==> config.mk <==
export PLATFORM = sky130hd
export DESIGN_NAME = flagreg_core
export DESIGN_NICKNAME = d
export VERILOG_FILES = /design/src/rtl/flagreg_pkg.sv /design/src/rtl/flagreg_arith.sv /design/src/rtl/flagreg_next.sv /design/src/rtl/flagreg_irq_gate.sv /design/src/rtl/flagreg_core.sv
export SDC_FILE = /design/constraint.sdc
export NUM_CORES = 1
export LEC_CHECK = 0
export CORE_AREA = 2 2 107 109
export DETAILED_ROUTE_END_ITERATION = 7
export DIE_AREA = 0 0 109 111
export GPL_TIMING_DRIVEN = 0
export HOLD_SLACK_MARGIN = 0.02
export PLACE_DENSITY = 0.95
export REMOVE_ABC_BUFFERS = 1
export SYNTH_ARGS = -nofsm -noshare
export SYNTH_HDL_FRONTEND = slang
export SYNTH_SLANG_ARGS = --single-unit
==> constraint.sdc <==
create_clock -name clk -period 11.8 [get_ports clk]
set_input_delay 2.36 -clock clk [delete_from_list [all_inputs] [get_ports clk]]
set_output_delay 2.36 -clock clk [all_outputs]
set_load 0.05 [all_outputs]
==> src/rtl/flagreg_pkg.sv <==
package flagreg_pkg;

    localparam int DATA_W = 32;
    localparam int CCR_W  = 8;
    localparam int BYTE_W = 8;
    localparam int WORD_W = 16;
    localparam int NIB_W  = 4;

    localparam logic [1:0] OP_ADD = 2'b00;
    localparam logic [1:0] OP_SUB = 2'b01;
    localparam logic [1:0] OP_CMP = 2'b10;
    localparam logic [1:0] OP_NEG = 2'b11;

    localparam logic [2:0] SW_NONE = 3'd0;
    localparam logic [2:0] SW_LOAD = 3'd1;
    localparam logic [2:0] SW_AND  = 3'd2;
    localparam logic [2:0] SW_OR   = 3'd3;
    localparam logic [2:0] SW_XOR  = 3'd4;

    localparam logic [CCR_W-1:0] CCR_RESET = 8'h80;

    typedef enum logic [1:0] {
        SZ_BYTE = 2'b00,
        SZ_WORD = 2'b01,
        SZ_LONG = 2'b10,
        SZ_RSVD = 2'b11
    } size_e;

    typedef struct packed {
        logic imask;
        logic umask;
        logic half;
        logic user;
        logic neg;
        logic zero;
        logic ovf;
        logic carry;
    } ccr_t;

    typedef struct packed {
        logic half;
        logic neg;
        logic zero;
        logic ovf;
        logic carry;
    } arith_flags_t;

    // Low-ones mask covering the active operand width.
    function automatic logic [DATA_W-1:0] width_mask(input size_e sz);
        case (sz)
            SZ_BYTE: width_mask = {DATA_W{1'b1}} >> (DATA_W - BYTE_W);
            SZ_WORD: width_mask = {DATA_W{1'b1}} >> (DATA_W - WORD_W);
            default: width_mask = {DATA_W{1'b1}};
        endcase
    endfunction

    // Bits below the half-carry tap: one nibble short of the width.
    function automatic logic [DATA_W-1:0] half_mask(input size_e sz);
        half_mask = width_mask(sz) >> NIB_W;
    endfunction

    // One-hot position of the sign bit at the active width.
    function automatic logic [DATA_W-1:0] sign_onehot(input size_e sz);
        sign_onehot = width_mask(sz) ^ (width_mask(sz) >> 1);
    endfunction

endpackage

==> src/rtl/flagreg_arith.sv <==
module flagreg_arith
    import flagreg_pkg::*;
(
    input  logic [DATA_W-1:0] opa_i,
    input  logic [DATA_W-1:0] opb_i,
    input  logic [1:0]        op_i,
    input  logic [1:0]        size_i,
    output arith_flags_t      flags_o
);

    localparam logic [DATA_W:0] ONE_EXT = {{DATA_W{1'b0}}, 1'b1};

    logic [DATA_W-1:0] wmask, hmask, sbit;
    logic [DATA_W-1:0] x, y, res;
    logic [DATA_W:0]   full, hfull, cpos, hpos;
    logic              is_sub, sx, sy, sr;

    always_comb begin
        wmask  = width_mask(size_e'(size_i));
        hmask  = half_mask(size_e'(size_i));
        sbit   = sign_onehot(size_e'(size_i));
        is_sub = (op_i != OP_ADD);

        if (op_i == OP_NEG) begin
            x = '0;
            y = opa_i & wmask;
        end else begin
            x = opa_i & wmask;
            y = opb_i & wmask;
        end

        // Unsigned extension by one bit exposes carry/borrow at the tap.
        if (is_sub) begin
            full  = {1'b0, x} - {1'b0, y};
            hfull = {1'b0, x & hmask} - {1'b0, y & hmask};
        end else begin
            full  = {1'b0, x} + {1'b0, y};
            hfull = {1'b0, x & hmask} + {1'b0, y & hmask};
        end

        cpos = {sbit, 1'b0};
        hpos = {1'b0, hmask} + ONE_EXT;
        res  = full[DATA_W-1:0] & wmask;

        sx = |(x & sbit);
        sy = |(y & sbit);
        sr = |(res & sbit);

        flags_o.half  = |(hfull & hpos);
        flags_o.carry = |(full & cpos);
        flags_o.neg   = sr;
        flags_o.zero  = (res == '0);
        if (is_sub)
            flags_o.ovf = (sx != sy) && (sr != sx);
        else
            flags_o.ovf = (sx == sy) && (sr != sx);
    end

endmodule

==> src/rtl/flagreg_next.sv <==
module flagreg_next
    import flagreg_pkg::*;
(
    input  ccr_t             cur_i,
    input  arith_flags_t     flags_i,
    input  logic             upd_en_i,
    input  logic [2:0]       sw_op_i,
    input  logic [CCR_W-1:0] sw_imm_i,
    input  logic             bit_we_i,
    input  logic             bit_c_i,
    input  logic             exc_i,
    output ccr_t             nxt_o
);

    always_comb begin
        nxt_o = cur_i;

        if (upd_en_i) begin
            nxt_o.half  = flags_i.half;
            nxt_o.neg   = flags_i.neg;
            nxt_o.zero  = flags_i.zero;
            nxt_o.ovf   = flags_i.ovf;
            nxt_o.carry = flags_i.carry;
        end

        if (bit_we_i)
            nxt_o.carry = bit_c_i;

        case (sw_op_i)
            SW_LOAD: nxt_o = ccr_t'(sw_imm_i);
            SW_AND:  nxt_o = ccr_t'(cur_i & sw_imm_i);
            SW_OR:   nxt_o = ccr_t'(cur_i | sw_imm_i);
            SW_XOR:  nxt_o = ccr_t'(cur_i ^ sw_imm_i);
            default: ;
        endcase

        if (exc_i)
            nxt_o.imask = 1'b1;
    end

endmodule

==> src/rtl/flagreg_irq_gate.sv <==
module flagreg_irq_gate
    import flagreg_pkg::*;
#(
    parameter bit UI_IS_MASK = 1'b1
) (
    input  ccr_t ccr_i,
    input  logic irq_i,
    input  logic nmi_i,
    output logic take_o
);

    logic masked;

    generate
        if (UI_IS_MASK) begin : g_two_masks
            assign masked = ccr_i.imask | ccr_i.umask;
        end else begin : g_one_mask
            assign masked = ccr_i.imask;
        end
    endgenerate

    assign take_o = nmi_i | (irq_i & ~masked);

endmodule

==> src/rtl/flagreg_core.sv <==
module flagreg_core
    import flagreg_pkg::*;
#(
    parameter bit UI_IS_MASK = 1'b1
) (
    input  logic              clk,
    input  logic              rst,
    input  logic [DATA_W-1:0] opa,
    input  logic [DATA_W-1:0] opb,
    input  logic [1:0]        alu_op,
    input  logic [1:0]        size,
    input  logic              upd_en,
    input  logic [2:0]        sw_op,
    input  logic [CCR_W-1:0]  sw_imm,
    input  logic              bit_we,
    input  logic              bit_c,
    input  logic              exc_entry,
    input  logic              irq_req,
    input  logic              nmi_req,
    output logic [CCR_W-1:0]  ccr_o,
    output logic              irq_take
);

    ccr_t         ccr_q, ccr_d;
    arith_flags_t aflags;

    flagreg_arith u_arith (
        .opa_i   (opa),
        .opb_i   (opb),
        .op_i    (alu_op),
        .size_i  (size),
        .flags_o (aflags)
    );

    flagreg_next u_next (
        .cur_i    (ccr_q),
        .flags_i  (aflags),
        .upd_en_i (upd_en),
        .sw_op_i  (sw_op),
        .sw_imm_i (sw_imm),
        .bit_we_i (bit_we),
        .bit_c_i  (bit_c),
        .exc_i    (exc_entry),
        .nxt_o    (ccr_d)
    );

    always_ff @(posedge clk) begin
        if (rst)
            ccr_q <= ccr_t'(CCR_RESET);
        else
            ccr_q <= ccr_d;
    end

    flagreg_irq_gate #(.UI_IS_MASK(UI_IS_MASK)) u_gate (
        .ccr_i  (ccr_q),
        .irq_i  (irq_req),
        .nmi_i  (nmi_req),
        .take_o (irq_take)
    );

    assign ccr_o = ccr_q;

endmodule

* Yosys cells after proc, flatten, opt, wreduce, memory -nomap -nowiden *
Index checks and enable logic that the tools add are counted.

word-level totals
  logic and storage cells = 64
  flip-flop bits (word level) = 8
  output and inout port bits = 9
  input bits = 87

operators by class
  reduce and logical (&&, ||, !) cells = 14
  bitwise operators = 18
  eq/ne operators = 9
  muxes and demuxes = 10
  $add $sub $neg = 5

operators by type and width
  kind                                                                    number
  32-bit bitwise AND                                                      6
  32-bit OR reduction                                                     3
  32-bit by 32-bit adder with 33-bit output                               2
  33-bit bitwise AND                                                      2
  33-bit two-way mux                                                      2
  33-bit OR reduction                                                     2
  32-bit by 32-bit subtractor with 33-bit output                          2
  32-bit by 28-bit bitwise AND with 32-bit output                         2
  32-bit two-way mux                                                      2
  32-bit one-hot mux with 2 select lines                                  1
  32-bit logical NOT                                                      1
  8-bit one-hot mux with 4 select lines                                   1
  32-bit by 31-bit XOR with 32-bit output                                 1
  28-bit by 1-bit adder with 29-bit output (second input constant)        1
  8-bit bitwise AND                                                       1
  8-bit OR                                                                1
  8-bit XOR                                                               1
  3-bit by 2-bit equality test with 1-bit output (second input constant)  2
  6-bit nonzero test                                                      1
  5-bit nonzero test                                                      1
  4-bit two-way mux                                                       1
  4-bit nonzero test                                                      1
  3-bit by 1-bit equality test with 1-bit output (second input constant)  1
  3-bit equality test (second input constant)                             1
  other kinds (12)                                                        17

* Logic depth before layout (Yosys ltp) *
  depth after elaboration = 15
  mapped depth = 24
  mapped depth without buffers = 20

* By module *
Synthesis repeated with hierarchy kept, for this count alone.

unflattened totals
  cell total of the unflattened synthesis = 902
  area, all modules = 6153.4 um2

modules (own cells, without submodules)
  module            area each (um2)  instances  cells each  seq. area each (um2)
  flagreg_arith     5233.8           1          785         0.0
  flagreg_next      698.2            1          99          0.0
  flagreg_core      210.2            1          16          160.2
  flagreg_irq_gate  11.3             1          2           0.0

* Worst setup path after synthesis *
Ideal clock, no wire load.

  kind = input port to flip-flop
  start point = in alu_op[1]
  end point = reg ccr_q (netlist bit ccr_o[1])
  cell stages on the path = 23
  buffers on the path = 4
  library setup time = 128 ps
  data arrival time = 6719 ps
  data required time = 11672 ps
  slack = 4953 ps
  cell sequence = buf_4 -> and2_1 -> buf_4 -> buf_2 -> mux2i_1 -> ha_1 -> nand3_1 -> or4_4 -> nor2_4 -> nand2_2 -> nor3_4 -> a21oi_1 -> xnor2_1 -> ha_1 -> clkbuf_1 -> nand2_1 -> or4_1 -> or2_2 -> o311a_1 -> xor2_1 -> a21oi_2 -> mux2i_1 -> o21ai_1

between the ends
  longest elaborated chain between the ends = 12
  elaborated cells between the ends (all ways) = 22
  those cells by class = add/sub (2); eq/ne (4); mux (6); bitwise (4); reduce/logical (6)

RTL lines
  what                                                                                                         RTL line                                  text
  from (decl)                                                                                                  flagreg_core.sv:10                        input logic [1:0] alu_op,
  2-bit equality test                                                                                          flagreg_arith.sv:24                       if (op_i == OP_NEG) begin
  32-bit two-way mux                                                                                           flagreg_arith.sv:24
  32-bit by 32-bit adder with 33-bit output or 32-bit by 32-bit subtractor with 33-bit output (tied branches)  flagreg_arith.sv:37, flagreg_arith.sv:34
  33-bit two-way mux                                                                                           flagreg_arith.sv:33                       if (is_sub) begin
  32-bit bitwise AND                                                                                           flagreg_arith.sv:43                       res = full[DATA_W-1:0] & wmask;
  32-bit bitwise AND                                                                                           flagreg_arith.sv:47                       sr = |(res & sbit);
  32-bit OR reduction                                                                                          flagreg_arith.sv:47
  1-bit != test                                                                                                flagreg_arith.sv:54, flagreg_arith.sv:56
  1-bit logical AND (on tied branches)                                                                         flagreg_arith.sv:56, flagreg_arith.sv:54
  1-bit two-way mux (*)                                                                                        flagreg_arith.sv:53                       if (is_sub)
  4-bit two-way mux (*)                                                                                        flagreg_next.sv:18                        if (upd_en_i) begin
  8-bit one-hot mux with 4 select lines (*)                                                                    flagreg_next.sv:29                        case (sw_op_i)
  to (signal assigned)                                                                                         flagreg_core.sv:49                        ccr_q <= ccr_t'(CCR_RESET);
  to (signal assigned)                                                                                         flagreg_core.sv:51                        ccr_q <= ccr_d;
  to (decl)                                                                                                    flagreg_core.sv:24                        ccr_t ccr_q, ccr_d;

Mark *: on every way between the ends. The rest lies on a longest branch, timed or not. The select of a mux whose other input is x is not followed.
A chain may end at the register's enable or synchronous reset.

* Worst setup path in the final report *
  start point = in alu_op[1]
  end point = reg ccr_q (netlist bit ccr_o[2])

between the ends
  longest elaborated chain between the ends = 8
  elaborated cells between the ends (all ways) = 11
  those cells by class = add/sub (2); eq/ne (1); mux (5); bitwise (1); reduce/logical (2)

RTL lines
  what                                                                                                         RTL line                                  text
  2-bit equality test                                                                                          flagreg_arith.sv:24
  32-bit two-way mux                                                                                           flagreg_arith.sv:24
  32-bit by 32-bit adder with 33-bit output or 32-bit by 32-bit subtractor with 33-bit output (tied branches)  flagreg_arith.sv:37, flagreg_arith.sv:34
  33-bit two-way mux (*)                                                                                       flagreg_arith.sv:33
  32-bit bitwise AND (*)                                                                                       flagreg_arith.sv:43
  32-bit logical NOT (*)                                                                                       flagreg_arith.sv:52                       flags_o.zero = (res == '0);
  4-bit two-way mux (*)                                                                                        flagreg_next.sv:18
  8-bit one-hot mux with 4 select lines (*)                                                                    flagreg_next.sv:29

Marks and branches as above.

==> flow_summary.yaml <==
cts:
  cts_tree: "built"
  clk_pin_slew_worst_paths_ps: 40
  cts_root_buffer: "clkbuf_16"
  clockBufferDepth: 2
  cts_resized: 0
  hold_buffers: 0
  clock_sinks: 8
  cts_setup_buffers: 0
  clk_latency_ps: 230
  cts_inserted_buffers: 3
  htree_levels: 1
floorplanning:
  io_pins: 96
  dieArea_um2: 12100
  die_x_um: 109
  core_um2: 11100
  start_util: 0.579
  core.rowCount: 39
  die_h_um: 111
synthesis:
  synth_compound_area_frac: 0.297
  synthXorXnorAreaFrac: 0.0670
  syn_inst: 938
  synthAdderAreaFrac: 0.206
  synth_seq_cells: 8
  synth-edff-count: 0
  synth_area_per_cell_um2: 6.83
  synth_mux_area_frac: 0.0412
  synthTopCellsByArea: "ha_1, a21oi_1, and3_1"
  synth_top_area_share: 0.203
  synth_ff_type: "dfxtp_1"
  syn_area_um2: 6410
  synth_top_family_by_area: "compound AO/OA/AOI/OAI gates"
  ys_types: 89
  synthSimpleGateAreaFrac: 0.282
  yosysSeqAreaShare: 0.0250
  async_flop_share: 0
  synth_top_area_cell: "ha_1"
  synth-warning-count: 0
power_and_ir_drop:
  p_comb_frac: 0.825
  p_seq_frac: 0.062
  switchingPower_uw: 277
  p_int_uw: 248
  power_density_nw_per_um2: 71.4
  vdd_ir_drop_max_mv: 0.0632
  power.leakage_uw: 0.00344
  p_sw_frac: 0.527
  clkPwrFrac: 0.112
global_routing:
  use_met2: 0.494
  gr-max-usage-layer: "met2"
  grt_usage: 0.294
  grt_remaining_overflow: 0
  grt_pass1_vias: 6441
  met3_usage: 0.0241
  grt_max_degree: 78
  grt_first_pass_wirelength_mm: 29.8
  antenna_found_initial: 0
  gr-usage-met1: 0.402
setup_path:
  crit_slowest_cell: "clkdlybuf4s50_1"
  worstRegToRegCells: 9
  critPathMaxFanout: 77
  cpLargestDelayFamily: "simple AND/OR/NAND/NOR gates"
  cp_slowest_stage_delay_ps: 1080
  cp-end-kind: "flip-flop"
  crit_chain: "clkdlybuf4s50_1 > nand2_2 > nor3_1 > a21oi_1 > nor4_1 > nand3_1 > nor2b_4 > a21oi_1 > a21oi_1 > xnor2_1 > ha_1 > inv_1 > or4_1 > o221a_2 > a211oi_1 > a311oi_1 > o2111ai_1 > nor4_1 > a41oi_1 > o22ai_1"
  critPathLaunchType: "input pin"
  arrival_ps: 9040
  cp_common_cell: "a21oi_1"
  r2r_slack_ps: 10130
  cp.required_ps: 11900
  critical_path.n_buffers_inverters: 2
  crit_type: "input pin to flip-flop"
  r2r-start: "ccr_o[0]"
  r2r_end: "ccr_o[0]"
sta:
  fin_setup_tns_ps: 0
  worst_pin_slew_ps: 1330
  fin_crit_sh: 0.758
  slew_viol_final: 0
  clock_skew_ps: 0
  finalHoldViolations: 0
  rsz0062_at_grt: "false"
  layout_min_cycle_time_ps: 8940
  setup_viol: 0
  max_freq_mhz: 112
  max_slew_margin: 0.109
drt:
  wirelength_mm: 18.5
  drtPass1Iterations: 5
  ant_nets: 0
  vias_per_cell: 6.43
  wl_per_cell_um: 16.4
  num_vias: 7239
  drcViolationCount: 0
  drt_iter0_markers: 676
finish:
  final_common_cell: "ha_1"
  stdcell_count: 1125
  drive_above_1_share: 0.0448
  final_nets: 1176
  largest_reg_flops: 8
  antenna_cells: 0
  syn_to_final_growth_pct: 14.8
  layout_common_cells: "ha_1, clkdlybuf4s50_1, nand2_1, a21oi_1, inv_1"
hold_path:
  min_from: "ccr_o[4]"
  hp-class: "flip-flop to flip-flop"
  holdPathStages: 2
  min_to: "ccr_o[4]"
placed_design:
  portBuffers: 95
  post-place-cells: 1122
  routabilityCongestion: 0.997
  dpl.hpwl_mm: 14.6
flow_run:
  max-cap-violations: 0
status:
  status: "finished clean"
worst reg2reg max path, stage by stage (launching register included):
cell      delay [ps]
dfxtp_1          360
inv_1             80
ha_1             190
nand2_1           80
o211ai_1         110
a21oi_1          160
a211o_1          150
a31oi_1           50
a211o_1          290
a21oi_1          120
metal layers:
layer,wire length (um),share of wire
met1,8250,0.45
met4,365,0.020
met2,8570,0.46
met3,1310,0.071
met5,0,0
cell families (layout without fill, tap and decap cells):
| group | after synthesis | in the layout |
|---|---|---|
| AOI/OAI and AO/OA | 279 | 279 |
| muxes | 26 | 26 |
| adders and majority gates | 105 | 105 |
| xor gates and xnor gates | 49 | 49 |
| DFF | 8 | 8 |
| buffers and inverters | 126 | 170 |
| and+or+nand+nor | 345 | 345 |
Yosys cell counts, types with 5 or more instances:
cell,instances
ha_1,104
a21oi_1,89
nand2_1,89
inv_1,72
nor2_1,64
and3_1,58
xnor2_1,34
o21ai_0,29
clkbuf_1,27
mux2i_1,23
nand3_1,20
buf_2,19
nor3_1,19
nand4_1,15
xor2_1,15
a21o_1,13
o21a_1,13
a211oi_1,12
and2_1,12
nand2b_1,12
o211ai_1,12
o21ai_1,11
a31oi_1,8
dfxtp_1,8
nor4_1,8
o21bai_1,8
or2_2,8
a221oi_1,7
a21boi_0,6
o31ai_1,6
a2111oi_0,5
buf_4,5
o221ai_1,5
or4_1,5
final cells by class:
| class | instances | area [um2] |
|---|---|---|
| well taps | 143 | 179 |
| multi-input cells | 804 | 5730 |
| flip-flops and latches | 8 | 160 |
| inverters | 72 | 270 |
| repair buffers | 95 | 946 |
| fillers | 929 | 3720 |
| clock buffers | 3 | 75.1 |
power groups by stage:
stage / registers, uW / clock network (uW) / logic (uW)
after floorplan: 41.9 / 0 / 293
after global placement: 32.8 / 0 / 409
after detailed placement: 33.0 / 0 / 420
after CTS: 32.6 / 59.0 / 423
after global routing: 33.0 / 60.0 / 472
final: 32.7 / 59.0 / 434
metrics by stage:
| step | power, uW | hold WS (ps) | setup WS [ps] | util | cell area (um2) |
|---|---|---|---|---|---|
| after floorplan | 335 | 797 | 5030 | - | 6160 |
| after global placement | 442 | 550 | 2860 | 0.658 | 7290 |
| after CTS | 514 | 570 | 3080 | 0.664 | 7360 |
| after detailed placement | 453 | 562 | 2860 | 0.657 | 7280 |
| final | 525 | 561 | 2860 | 0.664 | 7360 |
| after global routing | 565 | 605 | 2410 | 0.664 | 7360 |
worst max path at each step:
stage / from / endpoint / cells after the start
after floorplan: alu_op[0] / ccr_o[1] / 18
after global placement: alu_op[0] / ccr_o[2] / 20
after detailed placement: alu_op[1] / ccr_o[2] / 20
after CTS: alu_op[1] / ccr_o[2] / 20
after global routing: alu_op[0] / ccr_o[2] / 20
final: alu_op[1] / ccr_o[2] / 20
Note: power is estimated with default switching activity, not from simulation.
